==> config.mk <==
export PLATFORM = sky130hd
export DESIGN_NAME = sg_fetch_seq
export DESIGN_NICKNAME = d
export VERILOG_FILES = /design/src/rtl/sg_fetch_pkg.sv /design/src/rtl/sg_cnt_regs.sv /design/src/rtl/sg_host_dma.sv /design/src/rtl/sg_fetch_fsm.sv /design/src/rtl/sg_fetch_seq.sv
export SDC_FILE = /design/constraint.sdc
export NUM_CORES = 1
export LEC_CHECK = 0
export ABC_CLOCK_PERIOD_IN_PS = 5700
export BUFFER_PORTS_ARGS = -buffer_cell sky130_fd_sc_hd__buf_2
export CAP_MARGIN = 10
export CORE_UTILIZATION = 55
export CTS_CLUSTER_SIZE = 25
export DETAILED_ROUTE_END_ITERATION = 7
export PLACE_DENSITY = 0.84
export REMOVE_ABC_BUFFERS = 1
export SLEW_MARGIN = 20
export SYNTH_ARGS = -nofsm -noshare
export SYNTH_HDL_FRONTEND = slang
export SYNTH_SLANG_ARGS = --single-unit
==> constraint.sdc <==
create_clock -name clk -period 5.7 [get_ports clk]
set_clock_uncertainty 0.05 [all_clocks]
set_input_delay 0.285 -clock clk [delete_from_list [all_inputs] [get_ports clk]]
set_output_delay 0.285 -clock clk [all_outputs]
set_load 0.02 [all_outputs]
==> src/rtl/sg_fetch_pkg.sv <==
package sg_fetch_pkg;
  typedef enum logic [3:0] {
    ST_IDLE, ST_LDPTR, ST_CNT0, ST_CNT1, ST_CNT2,
    ST_GO, ST_XFER, ST_MIRROR, ST_DONE
  } fetch_state_t;

  localparam logic [7:0] CTRL_HOST_EN  = 8'h08;
  localparam logic [7:0] CTRL_TO_LOCAL = 8'h04;
  localparam logic [7:0] CTRL_FLUSH    = 8'h01;
endpackage

==> src/rtl/sg_cnt_regs.sv <==
module sg_cnt_regs #(
  parameter int ADDR_W    = 32,
  parameter int CNT_BYTES = 3
) (
  input  logic                   clk,
  input  logic                   rst_n,
  input  logic                   addr_ld,
  input  logic [ADDR_W-1:0]      addr_in,
  input  logic                   wr_en,
  input  logic [1:0]             wr_sel,
  input  logic [7:0]             wr_byte,
  output logic [ADDR_W-1:0]      haddr,
  output logic [8*CNT_BYTES-1:0] hcnt
);
  always_ff @(posedge clk) begin
    if (!rst_n) haddr <= '0;
    else if (addr_ld) haddr <= addr_in;
  end

  for (genvar g = 0; g < CNT_BYTES; g++) begin : g_lane
    always_ff @(posedge clk) begin
      if (!rst_n) hcnt[8*g +: 8] <= '0;
      else if (wr_en && wr_sel == 2'(g)) hcnt[8*g +: 8] <= wr_byte;
    end
  end
endmodule

==> src/rtl/sg_host_dma.sv <==
module sg_host_dma #(
  parameter int ADDR_W    = 32,
  parameter int CNT_W     = 24,
  parameter int BUF_BYTES = 8
) (
  input  logic                   clk,
  input  logic                   rst_n,
  input  logic                   req_on,
  input  logic                   xfer_on,
  input  logic [ADDR_W-1:0]      haddr,
  input  logic [CNT_W-1:0]       hcnt,
  output logic                   rd_req_valid,
  input  logic                   rd_req_ready,
  output logic [ADDR_W-1:0]      rd_req_addr,
  output logic [CNT_W-1:0]       rd_req_len,
  input  logic                   hdata_valid,
  output logic                   hdata_ready,
  input  logic [7:0]             hdata,
  output logic [8*BUF_BYTES-1:0] buf_flat,
  output logic                   xfer_done
);
  localparam int IDX_W = $clog2(BUF_BYTES + 1);

  logic [CNT_W-1:0] rem;
  logic [IDX_W-1:0] idx;
  logic             take;

  assign rd_req_valid = req_on;
  assign rd_req_addr  = haddr;
  assign rd_req_len   = hcnt;
  assign hdata_ready  = xfer_on && (rem != '0);
  assign take         = hdata_ready && hdata_valid;
  assign xfer_done    = xfer_on && (rem == '0);

  always_ff @(posedge clk) begin
    if (!rst_n) begin
      rem <= '0;
      idx <= '0;
    end else if (req_on) begin
      rem <= hcnt;
      idx <= '0;
    end else if (take) begin
      rem <= rem - 1'b1;
      idx <= idx + 1'b1;
    end
  end

  for (genvar g = 0; g < BUF_BYTES; g++) begin : g_buf
    always_ff @(posedge clk) begin
      if (!rst_n) buf_flat[8*g +: 8] <= '0;
      else if (take && idx == IDX_W'(g)) buf_flat[8*g +: 8] <= hdata;
    end
  end
endmodule

==> src/rtl/sg_fetch_fsm.sv <==
module sg_fetch_fsm
  import sg_fetch_pkg::*;
#(
  parameter int ADDR_W     = 32,
  parameter int CNT_W      = 24,
  parameter int DESC_BYTES = 8
) (
  input  logic              clk,
  input  logic              rst_n,
  input  logic              start,
  input  logic [ADDR_W-1:0] next_ptr,
  input  logic              rd_req_ready,
  input  logic              xfer_done,
  output fetch_state_t      state,
  output logic [ADDR_W-1:0] ptr_q,
  output logic              cnt_wr_en,
  output logic [1:0]        cnt_wr_sel,
  output logic [7:0]        cnt_wr_byte,
  output logic [7:0]        ctrl_word
);
  localparam logic [CNT_W-1:0] SIZE_CNT = CNT_W'(DESC_BYTES);

  fetch_state_t nxt;

  always_comb begin
    nxt = state;
    unique case (state)
      ST_IDLE:   if (start) nxt = ST_LDPTR;
      ST_LDPTR:  nxt = ST_CNT0;
      ST_CNT0:   nxt = ST_CNT1;
      ST_CNT1:   nxt = ST_CNT2;
      ST_CNT2:   nxt = ST_GO;
      ST_GO:     if (rd_req_ready) nxt = ST_XFER;
      ST_XFER:   if (xfer_done) nxt = ST_MIRROR;
      ST_MIRROR: nxt = ST_DONE;
      ST_DONE:   nxt = ST_IDLE;
      default:   nxt = ST_IDLE;
    endcase
  end

  always_ff @(posedge clk) begin
    if (!rst_n) begin
      state <= ST_IDLE;
      ptr_q <= '0;
    end else begin
      state <= nxt;
      if (state == ST_IDLE && start) ptr_q <= next_ptr;
    end
  end

  // count bytes go out lowest first, one per cycle
  always_comb begin
    cnt_wr_en   = 1'b0;
    cnt_wr_sel  = 2'd0;
    unique case (state)
      ST_CNT0: begin cnt_wr_en = 1'b1; cnt_wr_sel = 2'd0; end
      ST_CNT1: begin cnt_wr_en = 1'b1; cnt_wr_sel = 2'd1; end
      ST_CNT2: begin cnt_wr_en = 1'b1; cnt_wr_sel = 2'd2; end
      default: ;
    endcase
    cnt_wr_byte = cnt_wr_en ? SIZE_CNT[8*cnt_wr_sel +: 8] : 8'h00;
  end

  always_comb begin
    unique case (state)
      ST_GO:   ctrl_word = CTRL_HOST_EN | CTRL_TO_LOCAL | CTRL_FLUSH;
      ST_XFER: ctrl_word = CTRL_HOST_EN | CTRL_TO_LOCAL;
      default: ctrl_word = 8'h00;
    endcase
  end
endmodule

==> src/rtl/sg_fetch_seq.sv <==
module sg_fetch_seq
  import sg_fetch_pkg::*;
#(
  parameter int ADDR_W     = 32,
  parameter int CNT_W      = 24,
  parameter int DESC_BYTES = 8
) (
  input  logic              clk,
  input  logic              rst_n,
  input  logic              start,
  input  logic [ADDR_W-1:0] next_ptr,
  output logic              busy,
  output logic              done,
  output logic [ADDR_W-1:0] sg_ptr,
  output logic [7:0]        ctrl_word,
  output logic              cnt_wr_en,
  output logic [1:0]        cnt_wr_sel,
  output logic [7:0]        cnt_wr_byte,
  output logic              rd_req_valid,
  input  logic              rd_req_ready,
  output logic [ADDR_W-1:0] rd_req_addr,
  output logic [CNT_W-1:0]  rd_req_len,
  input  logic              hdata_valid,
  output logic              hdata_ready,
  input  logic [7:0]        hdata,
  output logic [31:0]       desc_addr,
  output logic [31:0]       desc_count,
  output logic [CNT_W-1:0]  stcnt
);
  localparam int CNT_BYTES = CNT_W / 8;

  fetch_state_t              state;
  logic [ADDR_W-1:0]         ptr_q;
  logic [ADDR_W-1:0]         haddr;
  logic [CNT_W-1:0]          hcnt;
  logic [8*DESC_BYTES-1:0]   buf_flat;
  logic                      xfer_done;

  sg_fetch_fsm #(.ADDR_W(ADDR_W), .CNT_W(CNT_W), .DESC_BYTES(DESC_BYTES)) u_fsm (
    .clk(clk), .rst_n(rst_n), .start(start), .next_ptr(next_ptr),
    .rd_req_ready(rd_req_ready), .xfer_done(xfer_done), .state(state),
    .ptr_q(ptr_q), .cnt_wr_en(cnt_wr_en), .cnt_wr_sel(cnt_wr_sel),
    .cnt_wr_byte(cnt_wr_byte), .ctrl_word(ctrl_word)
  );

  sg_cnt_regs #(.ADDR_W(ADDR_W), .CNT_BYTES(CNT_BYTES)) u_regs (
    .clk(clk), .rst_n(rst_n), .addr_ld(state == ST_LDPTR), .addr_in(ptr_q),
    .wr_en(cnt_wr_en), .wr_sel(cnt_wr_sel), .wr_byte(cnt_wr_byte),
    .haddr(haddr), .hcnt(hcnt)
  );

  sg_host_dma #(.ADDR_W(ADDR_W), .CNT_W(CNT_W), .BUF_BYTES(DESC_BYTES)) u_dma (
    .clk(clk), .rst_n(rst_n), .req_on(state == ST_GO), .xfer_on(state == ST_XFER),
    .haddr(haddr), .hcnt(hcnt), .rd_req_valid(rd_req_valid),
    .rd_req_ready(rd_req_ready), .rd_req_addr(rd_req_addr), .rd_req_len(rd_req_len),
    .hdata_valid(hdata_valid), .hdata_ready(hdata_ready), .hdata(hdata),
    .buf_flat(buf_flat), .xfer_done(xfer_done)
  );

  // bus-side counter mirrors the host count; pointer steps one element
  always_ff @(posedge clk) begin
    if (!rst_n) begin
      stcnt  <= '0;
      sg_ptr <= '0;
    end else if (state == ST_MIRROR) begin
      stcnt  <= hcnt;
      sg_ptr <= ptr_q + ADDR_W'(DESC_BYTES);
    end
  end

  assign busy       = (state != ST_IDLE);
  assign done       = (state == ST_DONE);
  assign desc_addr  = buf_flat[31:0];
  assign desc_count = buf_flat[63:32];
endmodule

==> results of run 1 <==
-- critical path, delay by kind of cell (launching register included) --
family | cells | cell delay (ps)
flops | 1 | 370
buf+inv | 2 | 340
simple gates | 2 | 1360
compound gates | 1 | 630
-- stage by stage --
stage                     instance area [sq um]  setup slack, ps
after floorplan                            8090             2150
after global placement                     9340             2430
after detailed placement                   9340             2270
after CTS                                  9920             2220
after global routing                       9940             1960
final                                      9940             2240
-- sequential cells by signal, indices dropped and copies added, names as in the netlist --
| name | count |
|---|---|
| u_fsm.state | 4 |
| sg_ptr | 32 |
| u_regs.haddr | 32 |
| u_dma.buf_flat | 64 |
| u_regs.hcnt | 3 |
| stcnt | 3 |
| u_fsm.ptr_q | 32 |
| u_dma.idx | 4 |
| u_dma.rem | 24 |
-- path summary, 6_finish.rpt --
path | start | endpoint | slack (ps) | cells past startpoint
hold / removal | next_ptr[21] | u_fsm.ptr_q[21] | 30 | 3
setup reg to reg | u_dma.rem[16] | u_dma.buf_flat[24] | 2280 | 5
setup / recovery | u_dma.rem[16] | hdata_ready | 2240 | 5
hold reg to reg | u_regs.haddr[0] | u_regs.haddr[0] | 400 | 2
-- cells in the mapped netlist (all sizes together), types with 4 or more instances --
master / number / area share (%)
o21ai: 26 / 1.5
mux2i: 67 / 7.8
inv: 9 / 0.39
o311ai: 5 / 0.60
a21oi: 106 / 6.2
nand2: 169 / 7.4
a31oi: 4 / 0.29
nand2b: 9 / 0.66
o31ai: 13 / 2.2
and2: 4 / 0.29
clkbuf: 48 / 2.1
or4: 12 / 1.2
xnor2: 12 / 1.2
or2: 4 / 0.29
xor2: 22 / 2.2
and3: 5 / 0.37
or3: 13 / 0.95
dfxtp: 198 / 46
buf: 72 / 5.7
o21a: 4 / 0.35
nor3: 13 / 0.76
ha: 7 / 1.0
nor4: 10 / 0.73
nand4: 14 / 1.0
a211oi: 7 / 0.61
nor2: 103 / 4.5
and4: 4 / 0.41
nand3: 13 / 0.76
-- cell families (layout without fill, tap and decap cells) --
logic type | count (synthesis) | after routing
AOI/OAI and AO/OA | 174 | 174
DFF | 198 | 198
adders and majority gates | 7 | 7
muxes | 67 | 67
other | 1 | 58
buffers and inverters | 130 | 238
xor gates and xnor gates | 34 | 34
and+or+nand+nor | 383 | 383
-- per-layer routing --
metal	track usage (%)	share of wire, %	up-vias
li1	-	-	3575
met3	6.96	6.0	48
met4	12.5	3.3	0
met2	44.5	48	218
met1	32.5	42	3512
met5	0	0	-
-- cell type report --
| class | instances | area (sq um) |
|---|---|---|
| Multi-Input combinational cell | 719 | 4110 |
| Clock inverter | 13 | 141 |
| Antenna cell | 4 | 10.0 |
| Timing Repair Buffer | 196 | 998 |
| Fill cell | 1266 | 5260 |
| Clock buffer | 19 | 443 |
| Inverter | 10 | 40.0 |
| Sequential cell | 198 | 3960 |
| Tap cell | 188 | 235 |
-- power by group --
group | internal (mW) | switching, mW
Clock | 0.630 | 0.564
Combinational | 0.0560 | 0.151
Sequential | 1.41 | 0.0342
==> impl_metrics.csv, run 1 <==
group,metric,value,unit
worst_setup_path,end_kind,"output port",
routing,routed_wl,21400,um
clocking,cts_max_path_buffers,2,
cells_and_area,stdcell_count,1347,
status,status,"finished, final reports clean",
timing,tns,0,ps
timing,period_minus_slack,3460,ps
clocking,post_cts_buffers,0,
timing,whs,32.1,ps
worst_setup_path,cpMaxStageDelayCell,"nand4_1",
routing,wl_per_cell,15.9,um
global_route,grt_overflow,0,
clocking,cts.sinks,198,
timing,finalMaxSlewViolations,0,
cells_and_area,layout_common_cells,"dfxtp_1 (198), buf_2 (189), nand2_1 (169), a21oi_1 (106), nor2_1 (103)",
power_and_ir_drop,irDropWorstVdd,0.221,mV
yosys,ys_seq_area_share,46.3,%
timing,finalHoldViolCount,0,
global_route,grt_pass1_wl,34100,um
worst_hold_path,hold_path.class,"input pin to flop",
floorplanning,die-area,16100,sq um
worst_setup_path,crit_type,"flop to output port",
global_route,grt_max_degree,96,
clocking,htreeDepth,4,
worst_setup_path,cp-start-kind,"flop",
cells_and_area,drive_gt1_share,21.5,%
clocking,cts_buffers,17,
cells_and_area,final_core_util,65.4,%
clocking,hold_buffers,0,
yosys,yosys_warnings,0,
routing,via_per_inst,5.46,
timing,worst_pin_slew,1020,ps
global_route,grt_antenna_before_repair,3,
yosys,synth_compound_area_share,12.8,%
power_and_ir_drop,power_density,286,nW/um^2
clocking,cts_tree,"done",
yosys,synth_fa_ha_area_share,1.02,%
timing,maxClockFrequency,289,MHz
place,dp_cells,1311,
clocking,cts_root_buf,"clkbuf_16",
worst_setup_path,cp_max_fo,14,
timing,relSlewSlack,32.0,%
place,io_buffers,189,
yosys,synthMuxAreaShare,7.83,%
worst_setup_path,path_cells,"nor4_1, nand4_1, o31ai_1, inv_1, buf_2",
floorplanning,die_w,127,um
routing,antenna_left,0,
cells_and_area,fin_nets,1194,
global_route,track_usage,26.8,%
routing,drc,0,
floorplanning,die_h,127,um
routing,first_iter_violations,512,
worst_setup_path,required,5370,ps
clocking,clock_latency,440,ps
flow_run,drv_cap,0,
yosys,async_flop_share,0,%
place,dp_hpwl,14500,um
power_and_ir_drop,p_leak,4.61,nW
yosys,synth_flop_cell,"dfxtp_1",
floorplanning,coreArea,15200,sq um
floorplanning,initial_core_util,56.3,%
yosys,synth_edf_count,0,
yosys,synth_cell_types,52,
cells_and_area,layout_commonest_cell,"dfxtp_1",
power_and_ir_drop,total_power,2.84,mW
yosys,post_synth.cell_area_avg,8.62,sq um
timing,setup_viol,0,
global_route,first_global_vias,6755,
floorplanning,rows,45,
floorplanning,num_io_pins,244,
place,gp_congestion,0.827,
worst_setup_path,critPathArrivalTime,3130,ps
cells_and_area,area_growth,16.1,%
yosys,synth-xor-area-share,3.48,%
timing,finalCritPeriodShare,60.7,%
worst_setup_path,cpPeakStageDelay,870,ps
yosys,netlist_instances,994,
yosys,ys_ff_latch,198,
timing,rsz0062_at_grt,"no",
routing,firstDrtPassIters,4,
yosys,synth_top_family_by_area,"simple AND/OR/NAND/NOR gates",
clocking,cts_resized,0,
clocking,path_clk_slew,70,ps
yosys,synthSimpleGateAreaFrac,20.3,%
routing,vias,7353,
yosys,syn_area,8560,sq um
(Power assumes the default switching activity.)
==> run 2, diff against run 1 <==
- ABC_CLOCK_PERIOD_IN_PS: 5700 -> 3300
- CORE_UTILIZATION: 55 -> 52
- PLACE_DENSITY: 0.84 -> 0.8
- clock period: 5.7 -> 3.3 ns (I/O delays scaled with it)
==> run 2 against run 1 <==
Compared with the run above: clock power grew 90%; cell count grew 5.1%; core utilization shrank 0.17 points; clock-buffer cell count is the same; global-route usage shrank 0.48 points; power grew 81%; critical path type unchanged.
==> impl_metrics.csv, run 2 (synthesis gave the netlist of run 1 again) <==
group,metric,value,unit
power_and_ir_drop,irDropWorstVdd,0.375,mV
global_route,use_met3,7.13,%
worst_setup_path,end_kind,"output port",
cells_and_area,final_core_util,65.2,%
clocking,clock_latency,430,ps
global_route,top_usage_layer,"met2",
clocking,path_clk_slew,70,ps
worst_setup_path,r2r-start,"u_dma.rem[2]",
timing,rsz0062_at_grt,"no",
cells_and_area,layout_common_cells,"dfxtp_1 (198), buf_2 (189), nand2_1 (169), a21oi_1 (106), nor2_1 (103)",
worst_setup_path,cpMaxStageDelayCell,"or4_4",
routing,drc,0,
floorplanning,coreArea,16000,sq um
timing,setup_viol,0,
timing,finalMaxSlewViolations,0,
clocking,cts_tree,"done",
power_and_ir_drop,p_leak,4.82,nW
global_route,track_usage,26.3,%
global_route,grt_pass1_wl,34900,um
worst_setup_path,cpPeakStageDelay,570,ps
floorplanning,die_h,130,um
routing,first_iter_violations,527,
timing,finalHoldViolCount,0,
cells_and_area,fin_nets,1239,
cells_and_area,largest_register_ffs,64,
floorplanning,rows,46,
clocking,cts_max_path_buffers,2,
routing,vias,7547,
worst_setup_path,cp_max_fo,13,
routing,antenna_left,0,
power_and_ir_drop,total_power,5.15,mW
worst_hold_path,hp-start,"hdata[5]",
floorplanning,die-area,17000,sq um
cells_and_area,num_antenna_cells,0,
timing,worst_pin_slew,1070,ps
timing,maxClockFrequency,334,MHz
flow_run,drv_cap,0,
global_route,grt_max_degree,56,
clocking,post_cts_buffers,0,
worst_setup_path,critPathArrivalTime,2780,ps
global_route,grt_overflow,0,
timing,relSlewSlack,28.7,%
clocking,cts_root_buf,"clkbuf_16",
timing,whs,45.5,ps
worst_setup_path,cp-start-kind,"flop",
worst_setup_path,crit_type,"flop to output port",
routing,firstDrtPassIters,5,
floorplanning,initial_core_util,53.5,%
timing,finalCritPeriodShare,90.6,%
global_route,grt_antenna_before_repair,0,
routing,via_per_inst,5.33,
global_route,first_global_vias,6955,
global_route,grt_use_met2,44.5,%
place,gp_congestion,0.856,
worst_setup_path,startpoint,"u_dma.rem[2]",
status,status,"finished, final reports clean",
power_and_ir_drop,power_density,493,nW/um^2
routing,wl_per_cell,15.8,um
cells_and_area,drive_gt1_share,21.8,%
place,dp_hpwl,15100,um
clocking,cts_buffers,17,
place,dp_cells,1352,
global_route,use_met1,32.1,%
routing,routed_wl,22400,um
worst_setup_path,path_cells,"or4_4, or3_1, buf_4, o31ai_1, inv_1, buf_2",
clocking,cts.sinks,198,
place,io_buffers,189,
timing,tns,0,ps
worst_setup_path,required,3080,ps
floorplanning,die_w,130,um
clocking,htreeDepth,4,
cells_and_area,top_register,"u_dma.buf_flat",
cells_and_area,area_growth,21.9,%
worst_hold_path,hold_path.class,"input pin to flop",
clocking,cts_resized,0,
cells_and_area,stdcell_count,1416,
cells_and_area,layout_commonest_cell,"dfxtp_1",
timing,period_minus_slack,2990,ps
cells_and_area,fillers,1322,
floorplanning,num_io_pins,244,
==> run 2: changes by cell type in the layout (fill, tap and decap cells not counted), moves of 3 or more <==
cell	delta
inv_8	-3
diode_2	-4
bufinv_16	+3
dlygate4sd3_1	+32
buf_4	+13
==> run 2: metrics by stage <==
stage               worst slack [ps]  instance area (sq um)
detailed placement               525                   9470
finish                           309                  10400
floorplan                       -134                   8090
global placement                 634                   9470
global route                     141                  10400
CTS                              320                  10400
==> run 2: report_power, final <==
part	leakage [nW]	switching [mW]	internal, mW
clock	0.303	0.937	1.32
combinational	2.92	0.281	0.127
sequential	1.60	0.0491	2.43
==> run 2: final timing paths <==
kind / end / slack [ps] / depth (start not counted)
max: hdata_ready / 310 / 6
min: u_dma.buf_flat[45] / 50 / 3
max reg2reg: u_dma.buf_flat[32] / 490 / 6
min reg2reg: stcnt[19] / 400 / 2
==> run 2: timing repair <==
item                       in CTS  in global routing
hold endpoints to repair       32                  0
setup endpoints to repair       0                  0
hold buffers                   32                  0
==> run 2: cell type report <==
cell class | count | area (sq um) | share of cell area [%]
clock inverter | 13 | 194 | 1.86
inverter | 10 | 40.0 | 0.384
timing repair buffer | 241 | 1420 | 13.6
tap | 216 | 270 | 2.59
multi-input combinational | 719 | 4100 | 39.3
sequential | 198 | 3960 | 38.0
clock buffer | 19 | 453 | 4.34
==> run 2: metal layers <==
layer,up-vias,share of wire [%]
met2,267,50
met3,32,6.6
met5,-,0
li1,3671,-
met4,0,2.0
met1,3577,42
==> run 2: worst max-delay path: cells and delay by family (launching register included) <==
family | cells | cell delay (ps)
flops | 1 | 350
buf+inv | 3 | 560
compound gates | 1 | 430
simple gates | 2 | 1000
==> run 3, diff against run 2 <==
- CELL_PAD_IN_SITES_DETAIL_PLACEMENT: not set -> 2
- CELL_PAD_IN_SITES_GLOBAL_PLACEMENT: not set -> 2
- CORE_UTILIZATION: 52 -> 30
- PLACE_DENSITY: 0.8 -> not set
- PLACE_DENSITY_LB_ADDON: not set -> 0.1
==> run 3 against run 2 <==
Compared with the run above: setup slack worse by 76 ps; clock-buffer cell count is 2 lower; sequential share of layout area is 0.84 points lower; non-clock buffer count is 8 higher; maximum frequency is 2.5% lower; first-iteration DRC count is 48% lower; combinational power is 2% higher; sequential power hardly changed; highest routed layer unchanged.
==> impl_metrics.csv, run 3 (synthesis gave the netlist of run 1 again) <==
group,metric,value,unit
clocking,cts_tree,"done",
cells_and_area,layout_commonest_cell,"dfxtp_1",
clocking,cts.sinks,198,
floorplanning,die_h,171,um
timing,relSlewSlack,44.6,%
routing,wl_per_cell,17.3,um
worst_setup_path,crit_buf_inv,3,
flow_run,drv_cap,0,
routing,first_iter_violations,272,
cells_and_area,num_antenna_cells,0,
clocking,path_clk_slew,80,ps
power_and_ir_drop,p_leak,4.85,nW
power_and_ir_drop,irDropWorstVdd,0.299,mV
place,gp_congestion,0.735,
cells_and_area,stdcell_area,10700,sq um
worst_setup_path,cpPeakStageDelay,570,ps
clocking,cts_resized,0,
cells_and_area,drive_gt1_share,22.4,%
worst_setup_path,cpMaxStageDelayCell,"or4_4",
worst_setup_path,crit_type,"flop to output port",
floorplanning,num_io_pins,244,
clocking,clock_latency,450,ps
routing,vias,7536,
worst_hold_path,hold_path.class,"input pin to flop",
timing,finalMaxSlewViolations,0,
clocking,cts_root_buf,"clkbuf_16",
worst_setup_path,cp-start-kind,"flop",
floorplanning,coreArea,27900,sq um
global_route,grt_max_degree,82,
routing,antenna_left,0,
status,status,"finished, final reports clean",
cells_and_area,fillers,3238,
timing,maxClockFrequency,326,MHz
floorplanning,initial_core_util,30.7,%
clocking,cts_max_path_buffers,2,
timing,worst_pin_slew,829,ps
power_and_ir_drop,total_power,5.08,mW
clocking,cts_buffers,17,
timing,finalHoldViolCount,0,
routing,via_per_inst,4.75,
floorplanning,die_w,171,um
power_and_ir_drop,power_density,476,nW/um^2
global_route,grt_antenna_before_repair,0,
place,placed_area,9740,sq um
cells_and_area,layout_common_cells,"dfxtp_1 (198), buf_2 (189), nand2_1 (169), a21oi_1 (106), nor2_1 (103)",
timing,setup_viol,0,
cells_and_area,top_register,"u_dma.buf_flat",
place,io_buffers,189,
routing,drc,0,
timing,finalCritPeriodShare,93.0,%
cells_and_area,area_growth,24.6,%
place,dp_hpwl,19000,um
worst_setup_path,required,3080,ps
floorplanning,die-area,29200,sq um
cells_and_area,fin_nets,1247,
worst_setup_path,critical-path-top-delay-family,"simple AND/OR/NAND/NOR gates",
global_route,grt_overflow,0,
global_route,grt_pass1_wl,43200,um
routing,firstDrtPassIters,4,
timing,period_minus_slack,3070,ps
global_route,first_global_vias,7826,
timing,rsz0062_at_grt,"no",
global_route,track_usage,19.0,%
cells_and_area,final_core_util,38.2,%
cells_and_area,largest_register_ffs,64,
routing,routed_wl,27500,um
worst_setup_path,path_cells,"or4_4, or3_1, buf_4, o31ai_1, inv_1, buf_2",
worst_setup_path,critPathArrivalTime,2850,ps
worst_setup_path,end_kind,"output port",
floorplanning,rows,61,
worst_setup_path,cp_max_fo,17,
clocking,htreeDepth,4,
==> run 3: per-layer routing <==
layer  wire (um)  GRT usage [%]  part of all wire (%)
met1       12400           23.5                    45
met2       13600           33.4                    49
met3        1250           4.49                   4.5
met4         221           4.19                  0.80
met5           0              0                     0
==> run 3: per-stage QoR <==
step	instances	worst slack, ps	hold slack [ps]	setup TNS [ps]
after global placement	1522	607	360	0
final	1586	233	23.6	0
after detailed placement	1522	525	370	0
after floorplan	927	-134	232	-267
after global routing	1586	114	17.9	0
after CTS	1586	208	3.68	0
==> run 3: cell type report <==
type / count / area, sq um / area share, %
Tap cell: 378 / 473 / 4.43
Sequential cell: 198 / 3960 / 37.1
Clock buffer: 17 / 425 / 3.99
Timing Repair Buffer: 249 / 1490 / 14.0
Inverter: 10 / 40.0 / 0.375
Clock inverter: 15 / 181 / 1.70
Multi-Input combinational cell: 719 / 4100 / 38.4
==> run 3: path summary, 6_finish.rpt <==
path | startpoint | endpoint | slack [ps] | cells after the start
min reg2reg | u_regs.haddr[23] | u_regs.haddr[23] | 410 | 2
max reg2reg | u_dma.rem[2] | u_dma.rem[18] | 540 | 6
min | hdata[5] | u_dma.buf_flat[5] | 20 | 3
max | u_dma.rem[2] | hdata_ready | 230 | 6
==> run 3: worst min-delay path, delay by kind of cell <==
family | cells | cell delay, ps
and+or+nand+nor | 1 | 70
buffers and inverters | 1 | 160
muxes | 1 | 90
==> run 3: timing repair <==
item / 4_1_cts / 5_1_grt
hold endpoints to repair: 32 / 0
hold buffers: 32 / 0
buffers inserted: 0 / 0
==> run 3: report_power, final <==
group	switching, mW	internal [mW]	leakage, nW
combinational	0.289	0.127	2.96
sequential	0.0539	2.43	1.60
clock	1.08	1.09	0.299
total	1.43	3.65	4.85
